$ cat config.mk
export PLATFORM = sky130hd
export DESIGN_NAME = i2s_rx_deser
export DESIGN_NICKNAME = d
export VERILOG_FILES = /design/src/rtl/i2s_rx_pkg.sv /design/src/rtl/i2s_rx_slot.sv /design/src/rtl/i2s_rx_fifo.sv /design/src/rtl/i2s_rx_flags.sv /design/src/rtl/i2s_rx_deser.sv
export SDC_FILE = /design/constraint.sdc
export NUM_CORES = 2
export LEC_CHECK = 0
export ABC_CLOCK_PERIOD_IN_PS = 4000
export BUFFER_PORTS_ARGS = -buffer_cell sky130_fd_sc_hd__buf_2
export CAP_MARGIN = 20
export CORE_UTILIZATION = 40
export DETAILED_ROUTE_END_ITERATION = 8
export PLACE_DENSITY_LB_ADDON = 0.15
export RECOVER_POWER = 50
export SKIP_LAST_GASP = 1
export SLEW_MARGIN = 20
export SYNTH_ARGS = -nofsm -noshare
export SYNTH_HDL_FRONTEND = slang
export SYNTH_HIERARCHICAL = 1
export SYNTH_SLANG_ARGS = --single-unit
export TNS_END_PERCENT = 1
$ cat constraint.sdc
create_clock -name clk_i -period 4 [get_ports clk_i]
set_input_delay 1 -clock clk_i [delete_from_list [all_inputs] [get_ports clk_i]]
set_output_delay 1 -clock clk_i [all_outputs]
set_load 0.01 [all_outputs]
$ cat src/rtl/i2s_rx_pkg.sv
package i2s_rx_pkg;
  localparam int SLOT_W = 32;

  typedef enum logic [1:0] {
    WL_16  = 2'd0,
    WL_24  = 2'd1,
    WL_32  = 2'd2,
    WL_32B = 2'd3
  } word_len_e;

  function automatic logic [5:0] word_bits(input logic [1:0] wl);
    case (word_len_e'(wl))
      WL_16:   return 6'd16;
      WL_24:   return 6'd24;
      default: return 6'd32;
    endcase
  endfunction
endpackage

$ cat src/rtl/i2s_rx_slot.sv
module i2s_rx_slot
  import i2s_rx_pkg::*;
(
  input  logic              clk_i,
  input  logic              rst_ni,
  input  logic              en_i,
  input  logic              flush_i,
  input  logic [1:0]        wl_i,
  input  logic              tick_i,
  input  logic              ws_i,
  input  logic              sd_i,
  output logic              pair_vld_o,
  output logic [SLOT_W-1:0] left_o,
  output logic [SLOT_W-1:0] right_o
);
  localparam int CNT_W = $clog2(SLOT_W);

  logic              ws_q, armed_q, have_left_q;
  logic [CNT_W-1:0]  cnt_q, pos;
  logic [SLOT_W-1:0] sh_q, nsh, word, left_q;
  logic [CNT_W:0]    nbits;
  logic              chg;

  assign nbits = word_bits(wl_i);
  assign chg   = ws_i != ws_q;
  // the strobe on which ws toggles carries the last bit of the ending slot
  assign pos   = chg ? CNT_W'(SLOT_W - 1) : cnt_q;
  assign nsh   = ({1'b0, pos} < nbits) ? {sh_q[SLOT_W-2:0], sd_i} : sh_q;
  assign word  = nsh << ((CNT_W+1)'(SLOT_W) - nbits);

  always_ff @(posedge clk_i or negedge rst_ni) begin
    if (!rst_ni) begin
      ws_q        <= 1'b1;
      cnt_q       <= '0;
      sh_q        <= '0;
      armed_q     <= 1'b0;
      have_left_q <= 1'b0;
      left_q      <= '0;
      pair_vld_o  <= 1'b0;
      left_o      <= '0;
      right_o     <= '0;
    end else begin
      pair_vld_o <= 1'b0;
      if (tick_i) begin
        if (chg) begin
          cnt_q <= '0;
          sh_q  <= '0;
          ws_q  <= ws_i;
          if (armed_q) begin
            if (!ws_q) begin
              left_q      <= word;
              have_left_q <= 1'b1;
            end else if (have_left_q) begin
              pair_vld_o  <= 1'b1;
              left_o      <= left_q;
              right_o     <= word;
              have_left_q <= 1'b0;
            end
          end else if (!ws_i) begin
            armed_q     <= 1'b1;
            have_left_q <= 1'b0;
          end
        end else begin
          if (cnt_q != CNT_W'(SLOT_W - 1)) cnt_q <= cnt_q + 1'b1;
          sh_q <= nsh;
        end
      end
      if (!en_i || flush_i) begin
        armed_q     <= 1'b0;
        have_left_q <= 1'b0;
      end
    end
  end
endmodule

$ cat src/rtl/i2s_rx_fifo.sv
module i2s_rx_fifo #(
  parameter int DATA_W = 32,
  parameter int DEPTH  = 32
) (
  input  logic                   clk_i,
  input  logic                   rst_ni,
  input  logic                   flush_i,
  input  logic                   pair_vld_i,
  input  logic [DATA_W-1:0]      wd0_i,
  input  logic [DATA_W-1:0]      wd1_i,
  input  logic                   rd_i,
  output logic [DATA_W-1:0]      rdata_o,
  output logic [$clog2(DEPTH):0] fill_o,
  output logic                   ovf_o,
  output logic                   unf_o
);
  localparam int AW = $clog2(DEPTH);
  localparam int CW = AW + 1;

  logic [DATA_W-1:0] mem [DEPTH];
  logic [AW-1:0]     wp_q, rp_q;
  logic [CW-1:0]     cnt_q;
  logic              room, push, pop, empty;

  assign empty   = cnt_q == '0;
  assign room    = cnt_q <= CW'(DEPTH - 2);
  assign push    = pair_vld_i && !flush_i && room;
  assign pop     = rd_i && !flush_i && !empty;
  assign ovf_o   = pair_vld_i && !flush_i && !room;
  assign unf_o   = rd_i && !flush_i && empty;
  assign rdata_o = (!empty && !flush_i) ? mem[rp_q] : '0;
  assign fill_o  = cnt_q;

  always_ff @(posedge clk_i) begin
    if (push) begin
      mem[wp_q]           <= wd0_i;
      mem[wp_q + AW'(1)]  <= wd1_i;
    end
  end

  always_ff @(posedge clk_i or negedge rst_ni) begin
    if (!rst_ni) begin
      wp_q  <= '0;
      rp_q  <= '0;
      cnt_q <= '0;
    end else if (flush_i) begin
      wp_q  <= '0;
      rp_q  <= '0;
      cnt_q <= '0;
    end else begin
      if (push) wp_q <= wp_q + AW'(2);
      if (pop)  rp_q <= rp_q + AW'(1);
      cnt_q <= cnt_q + (push ? CW'(2) : CW'(0)) - (pop ? CW'(1) : CW'(0));
    end
  end
endmodule

$ cat src/rtl/i2s_rx_flags.sv
module i2s_rx_flags #(
  parameter int CW    = 6,
  parameter int THR_W = 5
) (
  input  logic             clk_i,
  input  logic             rst_ni,
  input  logic [CW-1:0]    fill_i,
  input  logic [THR_W-1:0] thr_i,
  input  logic             ovf_ev_i,
  input  logic             unf_ev_i,
  input  logic             wr_i,
  input  logic [2:0]       wdata_i,
  input  logic             full_ie_i,
  input  logic             ovf_ie_i,
  input  logic             unf_ie_i,
  output logic [2:0]       flags_o,
  output logic             full_req_o,
  output logic             err_req_o
);
  logic [2:0] set;

  assign set = {unf_ev_i, ovf_ev_i, fill_i > CW'(thr_i)};

  for (genvar i = 0; i < 3; i++) begin : g_flag
    always_ff @(posedge clk_i or negedge rst_ni) begin
      if (!rst_ni) flags_o[i] <= 1'b0;
      else         flags_o[i] <= set[i] | (flags_o[i] & ~(wr_i & ~wdata_i[i]));
    end
  end

  assign full_req_o = flags_o[0] & full_ie_i;
  assign err_req_o  = (flags_o[1] & ovf_ie_i) | (flags_o[2] & unf_ie_i);
endmodule

$ cat src/rtl/i2s_rx_deser.sv
module i2s_rx_deser #(
  parameter int DEPTH = 32,
  parameter int THR_W = 5
) (
  input  logic                   clk_i,
  input  logic                   rst_ni,
  input  logic                   rx_en_i,
  input  logic                   fifo_rst_i,
  input  logic [1:0]             word_len_i,
  input  logic                   bit_tick_i,
  input  logic                   ws_i,
  input  logic                   sd_i,
  input  logic                   rd_i,
  output logic [31:0]            rdata_o,
  output logic [$clog2(DEPTH):0] fill_o,
  input  logic [THR_W-1:0]       full_thr_i,
  input  logic                   full_ie_i,
  input  logic                   ovf_ie_i,
  input  logic                   unf_ie_i,
  input  logic                   flag_wr_i,
  input  logic [2:0]             flag_wdata_i,
  output logic [2:0]             flags_o,
  output logic                   full_req_o,
  output logic                   err_req_o
);
  import i2s_rx_pkg::*;
  localparam int CW = $clog2(DEPTH) + 1;

  logic              pair_vld, ovf_ev, unf_ev;
  logic [SLOT_W-1:0] left_w, right_w;

  i2s_rx_slot u_slot (
    .clk_i, .rst_ni,
    .en_i       (rx_en_i),
    .flush_i    (fifo_rst_i),
    .wl_i       (word_len_i),
    .tick_i     (bit_tick_i),
    .ws_i, .sd_i,
    .pair_vld_o (pair_vld),
    .left_o     (left_w),
    .right_o    (right_w)
  );

  i2s_rx_fifo #(.DATA_W(SLOT_W), .DEPTH(DEPTH)) u_fifo (
    .clk_i, .rst_ni,
    .flush_i    (fifo_rst_i),
    .pair_vld_i (pair_vld),
    .wd0_i      (left_w),
    .wd1_i      (right_w),
    .rd_i,
    .rdata_o,
    .fill_o,
    .ovf_o      (ovf_ev),
    .unf_o      (unf_ev)
  );

  i2s_rx_flags #(.CW(CW), .THR_W(THR_W)) u_flags (
    .clk_i, .rst_ni,
    .fill_i     (fill_o),
    .thr_i      (full_thr_i),
    .ovf_ev_i   (ovf_ev),
    .unf_ev_i   (unf_ev),
    .wr_i       (flag_wr_i),
    .wdata_i    (flag_wdata_i),
    .full_ie_i, .ovf_ie_i, .unf_ie_i,
    .flags_o,
    .full_req_o,
    .err_req_o
  );
endmodule

# Yosys cells after proc, flatten, opt, wreduce, memory -nomap -nowiden
# Memories as Yosys holds them, arrays and structs flattened.
# Index checks and enable logic that the tools add are counted.
[totals]
reg_bits = 156
ramBits = 1024
in_bits = 22
elab_cells = 108
memories = 1
[memory_table]
columns = ["name", "depth", "word_bits", "rd", "rd_clocked_by_memory_dff", "write_ports", "line_no", "text"]
rows = [
  ["u_fifo.mem", 32, 32, 1, 0, 2, "i2s_rx_fifo.sv:20", "logic [DATA_W-1:0] mem [DEPTH];"],
]
[classes]
add_sub_neg = 7
order_cmp = 3
n_eq_ne = 4
shifts = 1
muxes = 32
bitwise_logic = 20
n_reduce_logical = 25
[op_table]
columns = ["operator", "n"]
rows = [
  ["two-way mux 32 bit", 3],
  ["two-way mux 5 bit", 7],
  ["<< shifter 32 x 6 -> 32 bit", 1],
  ["two-way mux 1 bit", 19],
  ["adder 5 x 1 -> 5 bit (second input constant)", 3],
  ["case mux 6 bit (2 select lines)", 1],
  ["nonzero test 2 bit", 5],
  ["bitwise AND 1 bit", 9],
  ["logical AND 1 bit", 7],
  ["inverter 1 bit", 7],
  ["adder 6 bit", 1],
  ["greater-than comparator 6 x 5 -> 1 bit", 1],
  ["less-or-equal comparator 6 x 5 -> 1 bit (second input constant)", 1],
  ["zero test 6 bit", 1],
  ["less-than comparator 5 x 6 -> 1 bit", 1],
  ["two-way mux 6 bit", 1],
  ["AND reduction 2 bit", 3],
  ["subtractor 6 bit", 1],
  ["subtractor 6 bit (first input constant)", 1],
  ["adder 5 x 2 -> 5 bit (second input constant)", 1],
  ["!= test 5 bit (second input constant)", 1],
  ["AND reduction 5 bit", 1],
  ["zero test 1 bit", 4],
  ["OR 1 bit", 4],
  ["8 further kinds", 8],
]

# Longest topological paths before layout
[logic_depth]
ltp_word = 7
mapped_depth = 14
mapped_depth_nobuf = 14

# Modules after synthesis
# The synthesis kept the hierarchy.
[modules_own_cells]
columns = ["module", "instances", "cells_each", "area_each_um2", "seq_area_each_um2"]
rows = [
  ["i2s_rx_fifo", 1, 3028, 49178.4, 31124.9],
  ["i2s_rx_slot", 1, 624, 6080.8, 3404.5],
  ["i2s_rx_flags", 1, 28, 252.7, 75.1],
]

# Worst setup path after synthesis
# OpenSTA, ideal clock, no wires.
[synth_path]
path_kind = "input-to-reg"
startpoint = "input port fifo_rst_i"
endpoint = "memory u_fifo.mem[25][0] (enable)"
arrival_ns = 2.917
slack_ns = 0.662
path_stages = 3
path_buffers = 0
cell_sequence = "nand2b_1 > or3_1 > nor2_1"
[synth_lines]
columns = ["element", "line_no", "text"]
rows = [
  ["start, declared", "i2s_rx_deser.sv:8", "input logic fifo_rst_i,"],
  ["end, declared", "i2s_rx_fifo.sv:20", ""],
]

# Worst setup path in the final report
[layout_path]
startpoint = "register u_fifo.rp_q[0]"
endpoint = "output port rdata_o[11]"
[layout_between]
elab_chain_cells = 2
[layout_rtl]
columns = ["element", "line_no", "text"]
rows = [
  ["start, declared", "i2s_rx_fifo.sv:21", "logic [AW-1:0] wp_q, rp_q;"],
  ["start signal, assigned", "i2s_rx_fifo.sv:52", "if (pop) rp_q <= rp_q + AW'(1);"],
  ["memory (32 x 32 bit)", "-", ""],
  ["two-way mux 32 bit", "i2s_rx_fifo.sv:31", "assign rdata_o = (!empty && !flush_i) ? mem[rp_q] : '0;"],
  ["end, declared", "i2s_rx_deser.sv:14", "output logic [31:0] rdata_o,"],
]
# No other way between the ends.

==> metrics.md <==
| Metric | Value |
|---|---|
| Clock Tree Root | `clkbuf_16` |
| Combinational Power Share | `22.0%` |
| CTS max path bufs | `3` |
| Reg power frac | `41.5%` |
| VDD IR max | `414 uV` |
| Post-route DRC | `0` |
| Via count | `30,200` |
| Final Skew | `0.0308 ns` |
| Max_cap viols | `6` |
| Max-slew violations | `228` |
| Final Power | `32.2 mW` |
| FF/Latch Area | `34,600 um^2` |
| Via density | `5.83` |
| Clk slew on worst S/H paths | `0.06 ns` |
| TritonCTS Sinks | `1,178` |
| Die W | `375 um` |
| TritonCTS clock tree | `built` |
| Required time of the critical path | `3.00 ns` |
| GPL Wtd Cong | `0.801` |
| I/O pins | `65` |
| Worst-Skew Late Latency | `0.78 ns` |
| Area leader, netlist | `edfxtp_1` |
| Leakage power | `22.5 nW` |
| Sw Pwr | `8.38 mW` |
| Post-synth EDFFs | `1,024` |
| Die H | `375 um` |
| Sw Share | `26.0%` |
| Largest net degree at the start of global routing | `66` |
| Seq/Total Area, Yosys | `62.3%` |
| Cell row count | `136` |
| Synthesized cell area | `55,500 um^2` |
| H-tree depth | `4` |
| Worst Max-Slew Pin Slew | `1.86 ns` |
| Initial antenna violation count | `8` |
| Detailed Place HPWL | `95,300 um` |
| Violated checks | `max-capacitance violations, max-slew violations, negative setup slack` |
| PD cells | `518 nW/um^2` |
| Initial drt markers | `2,981` |
| Setup crit end kind | `output pin` |
| Worst Hold Class | `in -> reg` |
| Min Clock Period, post-route | `4.06 ns` |
| #FFs+latches synth | `1,178` |
| WS Path Type | `reg -> out` |
| Predominant post-synthesis flop cell | `edfxtp_1` |
| Startpoint Class | `flop` |
| Hold Buf Count CTS | `0` |
| Final worst-path cycle share | `101%` |
| Clock network power share | `36.5%` |
| Multi-input logic area | `17,800 um^2` |
| Top cell type's share of synthesized area | `55.4%` |
| Slew margin rel. | `-24.1%` |
| Slack of the critical path | `-0.0574 ns` |
| Gate Count Post-Synth | `3,680` |
| Status | `complete, but fails checks` |
| Synth area leaders | `edfxtp_1 (55%), mux2_2 (11%), mux4_2 (9.1%), dfrtp_1 (6.9%), clkbuf_1 (4.9%)` |
| Async SR Flop Fraction | `13.1%` |
| Core area | `138,000 um^2` |
| Setup_tns | `-0.386 ns` |
| Avg Inst Size Synth | `15.1 um^2` |
| TritonCTS buffer count | `131` |
| Vias in the first global route | `31,100` |
| Post-route ant nets | `0` |
| Library cells used by synthesis | `77` |
| Syn nets | `3,722` |
| Die area | `140,000 um^2` |
| Drt first pass iters | `5` |
| Pint | `23.8 mW` |
| Global Route Usage Sum | `23.5%` |
| Share of layout cells above drive strength 1 | `41.2%` |
| Initial Util | `40.3%` |
| F_max | `246 MHz` |
| # setup viols final | `18` |
| Routed WL per cell | `31.7 um` |
| Crit-path max FO | `7` |
| YS warnings | `6` |
| Fin. Hold Viols | `0` |
| Number of nets in the layout | `3,325` |
| # fillers | `11,900` |
| WP data arrival | `3.06 ns` |
| First-pass GRT wire length | `233,000 um` |
| Input/output buffers | `64` |
| Area Growth Syn to Fin | `11.9%` |
| RSZ-0062 raised after global routing | `yes` |
| Routed wire length | `164,000 um` |
| Gr ovfl total | `0` |
==> cell usage in the layout (no fill, tap or decap), drive strengths merged, types with 7 or more instances in the layout <==
cell    count
inv        56
nand2     271
buf       256
a31oi      29
ha         19
clkinv     55
nor2       69
a221oi     67
bufbuf      7
a21oi      20
dfrtp     153
clkbuf    210
a32oi      32
o31a        7
mux4      224
o21ai      73
a22o       34
mux2i      71
and3        8
edfxtp   1024
mux2      599
nor2b       9
bufinv      7
==> registers in the layout, summed over array words and instances (netlist names) <==
name / count
u_fifo/fill_o: 6
u_fifo/mem: 1024
u_fifo/rp_q: 5
u_fifo/wp_q: 4
u_flags/flags_o: 3
u_slot/armed_q: 1
u_slot/cnt_q: 5
u_slot/have_left_q: 1
u_slot/left_o: 32
u_slot/left_q: 32
u_slot/pair_vld_o: 1
u_slot/right_o: 32
u_slot/sh_q: 31
u_slot/ws_q: 1
==> synthesized netlist by cell type (5+ instances only) <==
cell type  instances
edfxtp_1        1024
clkbuf_1         721
mux2_2           520
nand2_1          258
mux4_2           224
dfrtp_1          153
mux2_4            79
mux2i_1           71
o21ai_0           68
nor2_1            66
a221oi_1          64
inv_1             49
buf_2             46
buf_6             37
a22o_1            34
a32oi_1           32
a31oi_1           29
buf_1             22
a21oi_1           20
ha_1              19
nand2_4           13
nor2b_1            9
and3_1             7
buf_4              7
o31a_1             7
nand2b_1           6
nand3_1            5
xnor2_1            5
==> worst paths after layout <==
kind | startpoint | to | slack (ns) | cells past startpoint
hold reg to reg | u_slot/left_q[27] | u_slot/left_o[27] | 0.47 | 2
max in group asynchronous | rst_ni | u_slot/right_o[6] | 0.68 | 2
setup / recovery | u_fifo/rp_q[0] | rdata_o[11] | -0.06 | 9
hold / removal | flag_wdata_i[2] | u_flags/flags_o[2] | 0.46 | 3
setup reg to reg | u_fifo/fill_o[2] | u_fifo/mem[29][19] | 0.05 | 7
min in group asynchronous | rst_ni | u_slot/right_o[25] | 0.71 | 1
==> worst max-delay path: stages, from the launching register on <==
cell	delay, ns
dfrtp_4	0.53
buf_6	0.14
buf_8	0.12
buf_16	0.14
buf_12	0.15
buf_4	0.14
mux4_2	0.44
a221oi_4	0.32
a32oi_2	0.12
buf_2	0.17
==> power groups by stage <==
stage	logic, mW	registers (mW)	clock network [mW]
floorplan	4.02	13.6	0
global placement	5.76	13.6	0
detailed placement	5.80	13.6	0
CTS	7.12	13.4	12.0
global route	7.50	13.4	12.4
finish	7.07	13.4	11.8
==> metal layers <==
metal	track usage [%]	routed length (um)	up-vias
li1	-	-	12700
met1	30.3	66500	16100
met2	39.5	81700	1134
met5	0	23	-
met3	4.44	10300	271
met4	8.17	5720	4
==> metrics by stage <==
step	utilization, %	setup slack [ns]	instance area, um^2	hold WS [ns]	instances
after global placement	41.0	0.279	56400	0.448	4867
after global routing	45.1	-0.137	62100	0.429	5183
after CTS	45.3	-0.0814	62400	0.212	5180
after floorplan	-	0.662	55500	0.435	3680
final	45.1	-0.0574	62100	0.460	5184
after detailed placement	41.0	0.306	56400	0.454	4867
==> what timing repair did <==
action | CTS | global route
pin swaps | 10 | 4
gates cloned | 15 | 1
resized for setup | 136 | 14
endpoints found under the setup margin | 32 | 32
setup buffers | 59 | 2
==> kinds of logic (layout without fill, tap and decap cells) <==
logic type | after synthesis | in the layout | synth area share (%)
simple gates | 396 | 397 | 3.23
compound gates | 296 | 296 | 4.04
mux | 894 | 894 | 23.1
buf+inv | 886 | 594 | 6.70
xor+xnor | 10 | 10 | 0.171
fa+ha+maj | 20 | 20 | 0.464
other cells | 0 | 1 | 0
flops | 1178 | 1178 | 62.3
==> final cells by class <==
type	instances	area share, %
Tap cell	1794	3.61
Timing Repair Buffer	305	5.04
Sequential cell	1178	55.7
Clock buffer	168	5.72
Multi-Input combinational cell	1617	28.6
Clock inverter	71	0.963
Inverter	50	0.306
Antenna cell	1	0.00403
No activity file was read; power rests on OpenSTA's default activity.
